### config.mk
export PLATFORM = sky130hd
export DESIGN_NAME = cache_evt_counters
export DESIGN_NICKNAME = d
export VERILOG_FILES = /design/src/rtl/cpc_pkg.sv /design/src/rtl/cpc_regdec.sv /design/src/rtl/cpc_evsel.sv /design/src/rtl/cpc_counter.sv /design/src/rtl/cache_evt_counters.sv
export SDC_FILE = /design/constraint.sdc
export NUM_CORES = 1
export LEC_CHECK = 0
export ABC_AREA = 1
export BUFFER_PORTS_ARGS = -buffer_cell sky130_fd_sc_hd__buf_2
export CORE_MARGIN = 2
export CORE_UTILIZATION = 45
export CTS_CLUSTER_DIAMETER = 60
export DETAILED_ROUTE_END_ITERATION = 16
export PLACE_DENSITY_LB_ADDON = 0.1
export SLEW_MARGIN = 40
export SYNTH_ARGS = -nofsm -noshare
export SYNTH_HDL_FRONTEND = slang
export SYNTH_HIERARCHICAL = 1
export SYNTH_SLANG_ARGS = --single-unit
### constraint.sdc
create_clock -name clk -period 4.6 [get_ports clk]
set_input_delay 0.46 -clock clk [delete_from_list [all_inputs] [get_ports clk]]
set_output_delay 0.46 -clock clk [all_outputs]
set_load 0.01 [all_outputs]
### src/rtl/cpc_pkg.sv
package cpc_pkg;
  localparam int DATA_W      = 32;
  localparam int SRC_W       = 4;
  localparam int EVT_W       = 1 << SRC_W;
  localparam int BASE_MAX    = 9;
  localparam int SRC_LSB     = 2;
  localparam int IRQDIS_BIT  = 0;
  localparam int EN_BIT      = 0;
  localparam int CTRL_ADDR   = 0;
  localparam int PAIR_BASE   = 4;

  typedef logic [DATA_W-1:0] word_t;
  typedef logic [SRC_W-1:0]  src_t;

  // Saturating increment: all-ones sticks.
  function automatic word_t sat_inc(word_t v);
    return (v == '1) ? v : v + word_t'(1);
  endfunction

  // Is a source code able to count on this variant?
  function automatic logic src_allowed(src_t s, bit ext);
    return (s != '0) && (ext || (int'(s) <= BASE_MAX));
  endfunction

  // Byte address of the per-counter register of kind 'kind' (0 = config,
  // 1 = value) for counter 'idx'; counter NUM_CNT-1 sits lowest.
  function automatic int pair_addr(int kind, int idx, int num_cnt);
    return PAIR_BASE + 4 * (kind * num_cnt + (num_cnt - 1 - idx));
  endfunction

  function automatic word_t cfg_word(src_t s, logic irqdis);
    word_t w;
    w = '0;
    w[SRC_LSB +: SRC_W] = s;
    w[IRQDIS_BIT] = irqdis;
    return w;
  endfunction
endpackage

### src/rtl/cpc_regdec.sv
module cpc_regdec
  import cpc_pkg::*;
#(
  parameter int ADDR_W  = 8,
  parameter int NUM_CNT = 2
) (
  input  logic [ADDR_W-1:0]  addr,
  output logic               ctrl_sel,
  output logic [NUM_CNT-1:0] cfg_sel,
  output logic [NUM_CNT-1:0] val_sel,
  output logic               hit
);
  assign ctrl_sel = (addr == ADDR_W'(CTRL_ADDR));

  for (genvar i = 0; i < NUM_CNT; i++) begin : g_dec
    localparam int CfgA = pair_addr(0, i, NUM_CNT);
    localparam int ValA = pair_addr(1, i, NUM_CNT);
    assign cfg_sel[i] = (addr == ADDR_W'(CfgA));
    assign val_sel[i] = (addr == ADDR_W'(ValA));
  end

  assign hit = ctrl_sel | (|cfg_sel) | (|val_sel);
endmodule

### src/rtl/cpc_evsel.sv
module cpc_evsel
  import cpc_pkg::*;
#(
  parameter bit HAS_EXT = 1'b1
) (
  input  src_t             src,
  input  logic [EVT_W-1:0] evt_in,
  output logic             ev_hit
);
  assign ev_hit = src_allowed(src, HAS_EXT) && evt_in[src];
endmodule

### src/rtl/cpc_counter.sv
module cpc_counter
  import cpc_pkg::*;
(
  input  logic  clk,
  input  logic  rst_n,
  input  logic  ld,
  input  word_t ld_val,
  input  logic  inc,
  output word_t cnt
);
  always_ff @(posedge clk or negedge rst_n) begin
    if (!rst_n)   cnt <= '0;
    else if (ld)  cnt <= ld_val;
    else if (inc) cnt <= sat_inc(cnt);
  end
endmodule

### src/rtl/cache_evt_counters.sv
module cache_evt_counters
  import cpc_pkg::*;
#(
  parameter int ADDR_W  = 8,
  parameter int NUM_CNT = 2,
  parameter bit HAS_EXT = 1'b1
) (
  input  logic              clk,
  input  logic              rst_n,
  input  logic [ADDR_W-1:0] bus_addr,
  input  logic              bus_we,
  input  logic [31:0]       bus_wdata,
  output logic [31:0]       bus_rdata,
  input  logic [15:0]       evt_in
);
  logic                           ctrl_sel, addr_hit;
  logic [NUM_CNT-1:0]             cfg_sel, val_sel;
  word_t                          ctrl_q;
  logic                           glob_en;
  logic [NUM_CNT-1:0][SRC_W-1:0]  src_q;
  logic [NUM_CNT-1:0]             irqdis_q;
  logic [NUM_CNT-1:0][DATA_W-1:0] cnt_val;
  logic [NUM_CNT-1:0]             cnt_ld;
  logic [NUM_CNT-1:0]             ev_hit;
  logic [NUM_CNT-1:0]             cnt_inc;

  cpc_regdec #(.ADDR_W(ADDR_W), .NUM_CNT(NUM_CNT)) u_dec (
    .addr(bus_addr), .ctrl_sel(ctrl_sel), .cfg_sel(cfg_sel),
    .val_sel(val_sel), .hit(addr_hit)
  );

  always_ff @(posedge clk or negedge rst_n) begin
    if (!rst_n)                  ctrl_q <= '0;
    else if (bus_we && ctrl_sel) ctrl_q <= bus_wdata;
  end
  assign glob_en = ctrl_q[EN_BIT];

  for (genvar i = 0; i < NUM_CNT; i++) begin : g_cnt
    always_ff @(posedge clk or negedge rst_n) begin
      if (!rst_n) begin
        src_q[i]    <= '0;
        irqdis_q[i] <= 1'b0;
      end else if (bus_we && cfg_sel[i]) begin
        src_q[i]    <= bus_wdata[SRC_LSB +: SRC_W];
        irqdis_q[i] <= bus_wdata[IRQDIS_BIT];
      end
    end

    cpc_evsel #(.HAS_EXT(HAS_EXT)) u_sel (
      .src(src_q[i]), .evt_in(evt_in), .ev_hit(ev_hit[i])
    );

    assign cnt_ld[i]  = bus_we && val_sel[i];
    assign cnt_inc[i] = glob_en && ev_hit[i];

    cpc_counter u_ctr (
      .clk(clk), .rst_n(rst_n), .ld(cnt_ld[i]), .ld_val(bus_wdata),
      .inc(cnt_inc[i]), .cnt(cnt_val[i])
    );
  end

  always_comb begin
    bus_rdata = ctrl_sel ? ctrl_q : '0;
    for (int i = 0; i < NUM_CNT; i++) begin
      if (cfg_sel[i]) bus_rdata = bus_rdata | cfg_word(src_q[i], irqdis_q[i]);
      if (val_sel[i]) bus_rdata = bus_rdata | cnt_val[i];
    end
  end
endmodule

-- Word-level counts from Yosys, hierarchy flattened
Index checks and enable logic that the tools add are counted.
- $add $sub $neg: 2
- order comparisons: 2
- eq/ne operators: 8
- muxes and demuxes: 15
- bitwise logic cells: 4
- reduce and logical (&&, ||, !) cells: 16
- operator list (operator ; count):
    two-way mux 32 bit ; 11
    adder 32 x 1 -> 32 bit, second input constant ; 2
    equality test 32 bit, second input constant ; 2
    bitwise OR 32 bit ; 2
    bitwise OR 32 x 6 -> 32 bit ; 2
    equality test 8 x 4 -> 1 bit, second input constant ; 2
    less-than comparator 4 x 5 -> 1 bit, second input constant ; 2
    logical AND 1 bit ; 9
    binary-select mux 1 bit (select 4 bit) ; 2
    equality test 8 x 3 -> 1 bit, second input constant ; 1
    equality test 8 x 5 -> 1 bit, second input constant ; 1
    zero test 8 bit ; 1
    nonzero test 4 bit ; 2
    != test 2 x 1 -> 1 bit, second input constant ; 2
    AND reduction 2 bit ; 2
    nonzero test 2 bit ; 2
    two-way mux 1 bit ; 2
- bits in registers: 106
- input bits: 59
- output and inout bits: 32

-- Logic depth before layout (Yosys ltp)
Gate-level depths: netlist (run 1).
- depth after elaboration: 10
- depth in mapped cells: 15

-- Cells and area by module
The synthesis (run 1) kept the hierarchy.
- by module, submodules not included (module ; instances ; cells each ; area each (um^2) ; sequential area each (um^2)):
    cpc_counter ; 2 ; 381 ; 2443.6 ; 800.8
    cache_evt_counters ; 1 ; 354 ; 2570.0 ; 1051.0
    cpc_evsel ; 2 ; 43 ; 173.9 ; 0.0
    cpc_regdec ; 1 ; 25 ; 117.6 ; 0.0

-- Least setup slack after synthesis (run 1)
No wires, ideal clock.
- path type: input port to output port
- start: input bus_addr[4]
- end: output bus_rdata[5]
- arrival time: 1722 ps
- required time: 4140 ps
- setup slack: 2418 ps
- stages on the path: 7
- path buffers: 0
- path through: nor2_1 nand2_2 nor3b_1 nand2_1 nand2_1 nor2_1 nand2_1
- elaborated cells between the ends (all ways): 14
- RTL lines (what ; line ; text):
    start, declared ; cache_evt_counters.sv:10 ; input logic [ADDR_W-1:0] bus_addr,
    equality test 8 x 4 -> 1 bit (*) ; cpc_regdec.sv:18 ; assign cfg_sel[i] = (addr == ADDR_W'(CfgA));
    named net cfg_sel[0] ; cache_evt_counters.sv:17 ; logic [NUM_CNT-1:0] cfg_sel, val_sel;
    two-way mux 32 bit (*) ; cache_evt_counters.sv:65 ; if (cfg_sel[i]) bus_rdata = bus_rdata | cfg_word(src_q[i], irqdis_q[i]);
    bitwise OR 32 bit ; cache_evt_counters.sv:66 ; if (val_sel[i]) bus_rdata = bus_rdata | cnt_val[i];
    two-way mux 32 bit (*) ; cache_evt_counters.sv:66 ;
    bitwise OR 32 x 6 -> 32 bit ; cache_evt_counters.sv:65 ;
    two-way mux 32 bit (*) ; cache_evt_counters.sv:65 ;
    bitwise OR 32 bit ; cache_evt_counters.sv:66 ;
    two-way mux 32 bit (*) ; cache_evt_counters.sv:66 ;
    end, declared ; cache_evt_counters.sv:13 ; output logic [31:0] bus_rdata,
The timed path passes the listed nets; every way through them passes the cells marked *.

-- Worst setup path after layout (run 1)
- start: input bus_addr[7]
- end: register g_cnt[1].u_ctr.cnt[13]
- word-level cells in the longest chain between the ends: 4
- elaborated cells between the ends (all ways): 6
- ends and longest elaborated chain (what ; line ; text):
    equality test 8 x 4 -> 1 bit (*) ; cpc_regdec.sv:19 ; assign val_sel[i] = (addr == ADDR_W'(ValA));
    named net val_sel[1] ; cache_evt_counters.sv:17 ;
    logical AND 1 bit (*) ; cache_evt_counters.sv:53 ; assign cnt_ld[i] = bus_we && val_sel[i];
    named net cnt_ld[1] ; cache_evt_counters.sv:23 ; logic [NUM_CNT-1:0] cnt_ld;
    != test 2 x 1 -> 1 bit (no line) / nonzero test 2 bit (equally long branches) ; n/a ;
    AND reduction 2 bit (no line) ; n/a ;
    end signal, assigned ; cpc_counter.sv:13 ; else if (ld) cnt <= ld_val;
    end signal, assigned ; cpc_counter.sv:14 ; else if (inc) cnt <= sat_inc(cnt);
    end, declared ; cpc_counter.sv:9 ; output word_t cnt
Marked as above.
A chain may end at the register's enable or synchronous reset.

==> out/qor.csv, run 1 <==
stage,metric,value,unit
status,status,"finished, final reports clean",
flow_run,max cap viols,0,
die,Initial Util,45.88,%
sta,Slew @ Worst Pin,0.7249,ns
clocking,Max clock buf depth,2,
clocking,post-CTS sizing,0,
global_routing,vias in the first global route,7181,
cells_and_area,Final Util,50.25,%
synthesis,Post-Syn Nets,1284,
cells_and_area,nets,1353,
clocking,later-pin clock latency in the skew report,0.37,ns
synthesis,syn avg cell area,6.466,um^2
critical_path,Max stage delay on crit path,0.45,ns
clocking,CTS root buf,clkbuf_16,
clocking,H-tree levels,3,
die,core area,0.01724,mm^2
detailed_routing,antenna-violating nets left,0,
die,die width,136.6,um
critical_path,Worst setup SP type,input port,
clocking,CTS Buf Count,9,
min_path,Hold Crit Class,in -> async,
sta,RSZ-0062 raised after global routing,no,
detailed_routing,number of DRC markers in iteration 0,532,
synthesis,Synth Cell Area,0.007908,mm^2
critical_path,Most common cell on crit path,nand2_1,
detailed_routing,wire length per cell,16.47,um
critical_path,slowest CP cell,clkinv_1,
global_routing,All-Layer GR Usage,27.67,%
sta,fin crit share,60.01,%
cells_and_area,diode count,0,
detailed_routing,WL final,25070,um
cells_and_area,Syn-to-layout area delta,9.541,%
placement,Place WS,1.502,ns
sta,final worst slack,1.840,ns
cells_and_area,share of layout cells above drive strength 1,15.11,%
critical_path,worst endpoint required time,4.90,ns
critical_path,worst endpoint data arrival time,3.06,ns
die,# rows,48,
clocking,Clock Pin Slew Worst Setup and Hold Paths,0.08,ns
sta,Final Max Slew Viols,0,
global_routing,Overflow after GRT,0,
sta,Final min period,2.760,ns
critical_path,Top delay family on crit path,buffers and inverters,
global_routing,largest net degree at the start of global routing,65,
global_routing,initial antenna violation count,0,
synthesis,Cells after Synth,1223,
detailed_routing,DR vias/cell,5.093,
power_and_ir_drop,LEAKAGE,4.645,nW
power_and_ir_drop,peak supply drop,189.4,uV
clocking,CTS tree,done,
placement,IO buf count,89,
sta,final hold vios,0,
synthesis,YS warnings,6,
placement,routability congestion estimate,0.9293,
clocking,post-CTS setup buffer count,0,
power_and_ir_drop,PwrDens,239.9,mW/mm^2
die,Die H,136.6,um
die,Die ar.,0.01865,mm^2
cells_and_area,fin cells,1522,
sta,worst clock skew,0.008038,ns
critical_path,kind of end point of the critical path,flip-flop,
clocking,clk sinks,106,
critical_path,crit path cell chain,buf_2 -> nor2_2 -> nand2_2 -> nor2_2 -> buf_4 -> nand2_1 -> inv_1 -> clkinv_1 -> nand3_2 -> nand2_4 -> inv_1 -> nand2_1 -> nand2_1,
detailed_routing,via count,7751,
critical_path,Max Fanout on Critical Path,33,
die,num ports,91,
sta,Max transition margin,51.56,%
sta,Post-Route Setup TNS,0,ns
global_routing,first-pass GRT wire length,39210,um
detailed_routing,DRT Pass-1 Iters,5,
detailed_routing,drt drc,0,
sta,Final setup violation count,0,
critical_path,WS Path Type,in -> reg,
placement,placed insts,1506,
clocking,# hold bufs at CTS,0,
placement,hpwl dp,18470,um
sta,highest clock rate,362.3,MHz
critical_path,WP buf/inv,5,
worst register-to-register path: cells and delay by family (launching register included):
kind / cells / cell delay [ns]
buffers and inverters: 3 / 0.40
flip-flops: 1 / 0.55
AND/OR/NAND/NOR: 11 / 1.28
through the flow:
stage	instance area (um^2)	power (mW)	hold slack, ns
6_report	8662	2.078	0.08153
5_1_grt	8662	2.153	0.1388
4_1_cts	8662	2.089	0.1115
3_5_place_dp	8357	1.265	0.4591
3_3_place_gp	8353	1.261	0.4544
2_1_floorplan	7908	1.160	0.1644
layer usage:
| layer | vias to the layer above | part of all wire [%] | GRT usage (%) |
|---|---|---|---|
| li1 | 3917 | - | - |
| met1 | 3591 | 46 | 39.95 |
| met2 | 221 | 46 | 43.44 |
| met3 | 22 | 6.6 | 3.370 |
| met4 | 0 | 1.8 | 8.333 |
| met5 | - | 0 | 0 |
layout make-up:
cell class | instances | area [um^2]
clock buffers | 12 | 256.5
clock inverters | 4 | 48.80
fillers | 1799 | 8574
inverters | 86 | 322.8
multi-input cells | 991 | 4581
flip-flops and latches | 106 | 2653
well taps | 225 | 281.5
repair buffers | 98 | 519.2
power by group:
group | switching (mW) | total [mW] | internal (mW) | leakage [nW]
clock network | 0.377 | 0.830 | 0.453 | 0.153
logic | 0.126 | 0.201 | 0.0752 | 3.03
registers | 0.0677 | 1.05 | 0.979 | 1.46
sequential cells by signal, indices dropped and copies added (netlist names):
name             cells
src_q                8
ctrl_q              32
irqdis_q             2
g_cnt.u_ctr/cnt     64
layout by cell type, fill, tap and decap left out:
cell,count
nor2_8,2
clkbuf_8,2
nand2_1,617
a21boi_1,10
xnor2_1,14
inv_1,78
a21oi_1,2
nor2_2,12
ha_1,2
nor2_4,6
nor3b_1,1
o21ai_0,7
o21ai_2,8
or2_2,4
nand2_4,6
and3_1,2
clkinv_1,2
bufinv_16,1
nand2_2,21
buf_2,88
nor2_1,97
a21boi_0,4
dfrtp_1,106
clkbuf_1,1
o21bai_1,4
buf_6,1
nand3_1,122
nand2_8,2
nand3b_1,16
inv_2,6
xor2_1,16
nand3_2,14
clkinv_2,2
buf_4,9
inv_6,1
o211ai_2,2
clkbuf_16,9
final timing paths:
kind	startpoint	slack [ns]	endpoint	depth (start not counted)
worst max-delay path	bus_addr[7]	1.84	g_cnt[1].u_ctr/cnt[13]	13
worst min-delay path	rst_n	0.08	g_cnt[0].u_ctr/cnt[9]	1
worst max register to register	src_q[1]	2.26	g_cnt[0].u_ctr/cnt[19]	14
worst min register to register	ctrl_q[18]	0.47	ctrl_q[18]	2
max in group asynchronous	rst_n	3.41	ctrl_q[27]	2
min in group clk	bus_wdata[7]	0.36	g_cnt[0].u_ctr/cnt[7]	3
(Power assumes the default switching activity.)
==> inputs of run 2 (changes only) <==
- ABC_AREA: 1 -> 0
- clock period: 4.6 -> 2.65 ns (I/O delays scaled with it)
==> run 2 against run 1 <==
Register-to-register slack got worse by 2.2 ns. First-iteration DRC count grew 24%. Die area is 13% lower. Worst hold slack better by 0.085 ns. Clock power increased by 61%. Combinational power rose by 65%. Flip-flop and latch count is the same. Count of clock-buffer cells in the layout fell by 3. Via count shrank 18%. Design area fell by 6.2%. Largest power group unchanged. Highest routed layer unchanged.
==> out/qor.csv, run 2 <==
stage,metric,value,unit,change
synthesis,YS warnings,6,,unchanged
sta,fin crit share,97.14,%,
global_routing,grt met2 use,39.16,%,-4.3 points
cells_and_area,largest reg by FF count,g_cnt.u_ctr/cnt,,
cells_and_area,"most common cell after layout, fill and taps aside",dfrtp_1,,
critical_path,worst endpoint data arrival time,2.79,ns,-0.27 ns
detailed_routing,DRT Pass-1 Iters,7,,+2
global_routing,All-Layer GR Usage,27.80,%,+0.13 points
detailed_routing,drt drc,0,,unchanged
power_and_ir_drop,"Power, Total",3.505,mW,+69%
synthesis,Post-Syn Nets,743,,-42%
min_path,Hold Crit Start,bus_wdata[18],,
global_routing,first-pass GRT wire length,34380,um,-12%
critical_path,reg2reg end,g_cnt[1].u_ctr/cnt[23],,
die,Die ar.,0.01621,mm^2,-13%
sta,highest clock rate,388.5,MHz,
global_routing,GRT busiest layer,met1,,
clocking,CTS Buf Count,9,,unchanged
flow_run,max cap viols,0,,unchanged
min_path,hold endpoint,g_cnt[1].u_ctr/cnt[18],,
sta,final worst slack,0.07579,ns,-1.764 ns
detailed_routing,DR vias/cell,6.476,,+27%
placement,placed inst area,0.007766,mm^2,-7.1%
detailed_routing,WL final,22290,um,-11%
power_and_ir_drop,LEAKAGE,3.799,nW,-18%
status,status,"finished, final reports clean",,
critical_path,R2R Path Start,src_q[4],,
critical_path,r2r worst-path depth,10,,-4
synthesis,Synth Cell Area,0.006843,mm^2,-13%
power_and_ir_drop,peak supply drop,410.8,uV,+120%
die,Initial Util,45.52,%,-0.36 points
global_routing,initial antenna violation count,0,,unchanged
cells_and_area,Syn-to-layout area delta,18.74,%,
power_and_ir_drop,PwrDens,431.4,mW/mm^2,+80%
clocking,Clock Pin Slew Worst Setup and Hold Paths,0.08,ns,about the same
synthesis,syn avg cell area,10.03,um^2,+55%
placement,routability congestion estimate,0.9321,,+0.30%
critical_path,kind of end point of the critical path,flip-flop,,
cells_and_area,Regs by FF count,"g_cnt.u_ctr/cnt: 64 flops, ctrl_q: 32 flops, src_q: 8 flops",,
cells_and_area,diode count,0,,unchanged
sta,worst clock skew,0.01204,ns,+0.004002 ns
placement,IO buf count,89,,unchanged
global_routing,vias in the first global route,5911,,-18%
clocking,later-pin clock latency in the skew report,0.37,ns,about the same
sta,final hold vios,0,,unchanged
power_and_ir_drop,clock power share,38.1,%,-1.8 points
cells_and_area,share of layout cells above drive strength 1,32.24,%,+17 points
cells_and_area,max reg flops,64,,unchanged
sta,Slew @ Worst Pin,0.6669,ns,-0.05800 ns
global_routing,largest net degree at the start of global routing,57,,-12%
power_and_ir_drop,sequential share of power,52.4,%,+2.0 points
critical_path,Register-to-Register Setup Slack,0.08,ns,-2.18 ns
sta,Final min period,2.574,ns,
power_and_ir_drop,switching power,0.9801,mW,+72%
critical_path,Max Fanout on Critical Path,4,,-88%
critical_path,worst endpoint required time,2.87,ns,-2.03 ns
placement,placed insts,959,,-36%
global_routing,Overflow after GRT,0,,unchanged
clocking,clk sinks,106,,unchanged
placement,hpwl dp,16390,um,-11%
sta,Max transition margin,55.54,%,+4.0 points
min_path,Hold Crit Class,in -> reg,,
critical_path,crit path from,src_q[4],,
detailed_routing,via count,6340,,-18%
cells_and_area,most frequent cells in the layout,"dfrtp_1, buf_2, nand2_1",,
critical_path,Worst setup SP type,flip-flop,,
sta,RSZ-0062 raised after global routing,yes,,
clocking,H-tree levels,3,,unchanged
cells_and_area,fin cells,979,,-36%
global_routing,M1 GR Usage,43.73,%,+3.8 points
detailed_routing,wire length per cell,22.77,um,+38%
clocking,CTS root buf,clkbuf_16,,
placement,Place WS,-0.1776,ns,-1.680 ns
power_and_ir_drop,Power Internal,2.525,mW,+67%
min_path,hold path depth,3,,
die,die width,127.3,um,-6.8%
clocking,CTS tree,done,,
sta,Final setup violation count,0,,unchanged
die,core area,0.01503,mm^2,-13%
cells_and_area,Multi-input gate area,0.003953,mm^2,-14%
cells_and_area,post-route cell area,0.008125,mm^2,-6.2%
synthesis,Cells after Synth,682,,-44%
clocking,Max clock buf depth,2,,unchanged
die,Die H,127.3,um,-6.8%
cells_and_area,Register Area,0.002654,mm^2,about the same
detailed_routing,number of DRC markers in iteration 0,662,,+24%
power_and_ir_drop,power share of the combinational group,9.5,%,-0.2 points
die,# rows,45,,-6.3%
sta,Final Max Slew Viols,0,,unchanged
global_routing,met3 Use GR,5.276,%,+1.9 points
cells_and_area,fill count,1369,,-24%
critical_path,WS Path Type,reg -> reg,,
cells_and_area,nets,847,,-37%
die,num ports,91,,unchanged
power_and_ir_drop,Sw Ratio,27.96,%,+0.51 points
detailed_routing,antenna-violating nets left,0,,unchanged
-- run 2: final cells by class --
class | instances | share of cell area, %
Sequential cell | 106 | 32.66
Clock buffer | 9 | 2.772
Tap cell | 188 | 2.895
Inverter | 36 | 1.663
Clock inverter | 7 | 0.7391
Multi-Input combinational cell | 500 | 48.64
Timing Repair Buffer | 133 | 10.63
-- run 2: through the flow --
| step | TNS (ns) | util (%) | hold WS [ns] |
|---|---|---|---|
| 4_1_cts | 0 | 53.64 | 0.1588 |
| 3_5_place_dp | -0.7882 | 51.66 | 0.3372 |
| 6_report | 0 | 54.05 | 0.1666 |
| 3_3_place_gp | -0.3964 | 51.66 | 0.3298 |
| 2_1_floorplan | 0 | - | -0.03059 |
| 5_1_grt | -0.1808 | 54.05 | 0.1734 |
-- run 2: worst max-delay path by stage --
stage / to
2_1_floorplan: g_cnt[1].u_ctr/cnt[31]
3_3_place_gp: g_cnt[0].u_ctr/cnt[31]
3_5_place_dp: g_cnt[0].u_ctr/cnt[31]
4_1_cts: g_cnt[1].u_ctr/cnt[23]
5_1_grt: g_cnt[0].u_ctr/cnt[27]
6_report: g_cnt[1].u_ctr/cnt[23]
-- run 2: power by group through the flow --
stage                     clock, mW  combinational, mW  sequential (mW)
after floorplan                   0              0.162             1.82
after CTS                      1.36              0.328             1.83
final                          1.34              0.332             1.84
after global placement            0              0.318             1.86
after global routing           1.43              0.364             1.85
after detailed placement          0              0.325             1.86
-- run 2: worst max-delay path: stages, from the launching register on --
cell and delay (ns):
dfrtp_1 0.42, mux4_1 0.36, nor2b_1 0.06, o31ai_2 0.22, and2_4 0.21, nand3_2 0.09
or4_4 0.47, a211oi_2 0.21, buf_4 0.16, a31o_2 0.15, a31oi_1 0.07
-- run 2: layer usage --
metal / routed length [um] / vias to the layer above
li1: - / 2854
met1: 10560 / 3174
met2: 9671 / 276
met3: 1705 / 36
met4: 353 / 0
met5: 0 / -
-- run 2: what timing repair did --
item,CTS,global route
buffers inserted,0,3
hold endpoints to repair,47,0
setup endpoints to repair,9,19
resized for setup,2,13
hold buffers,1,0
pin swaps,2,5
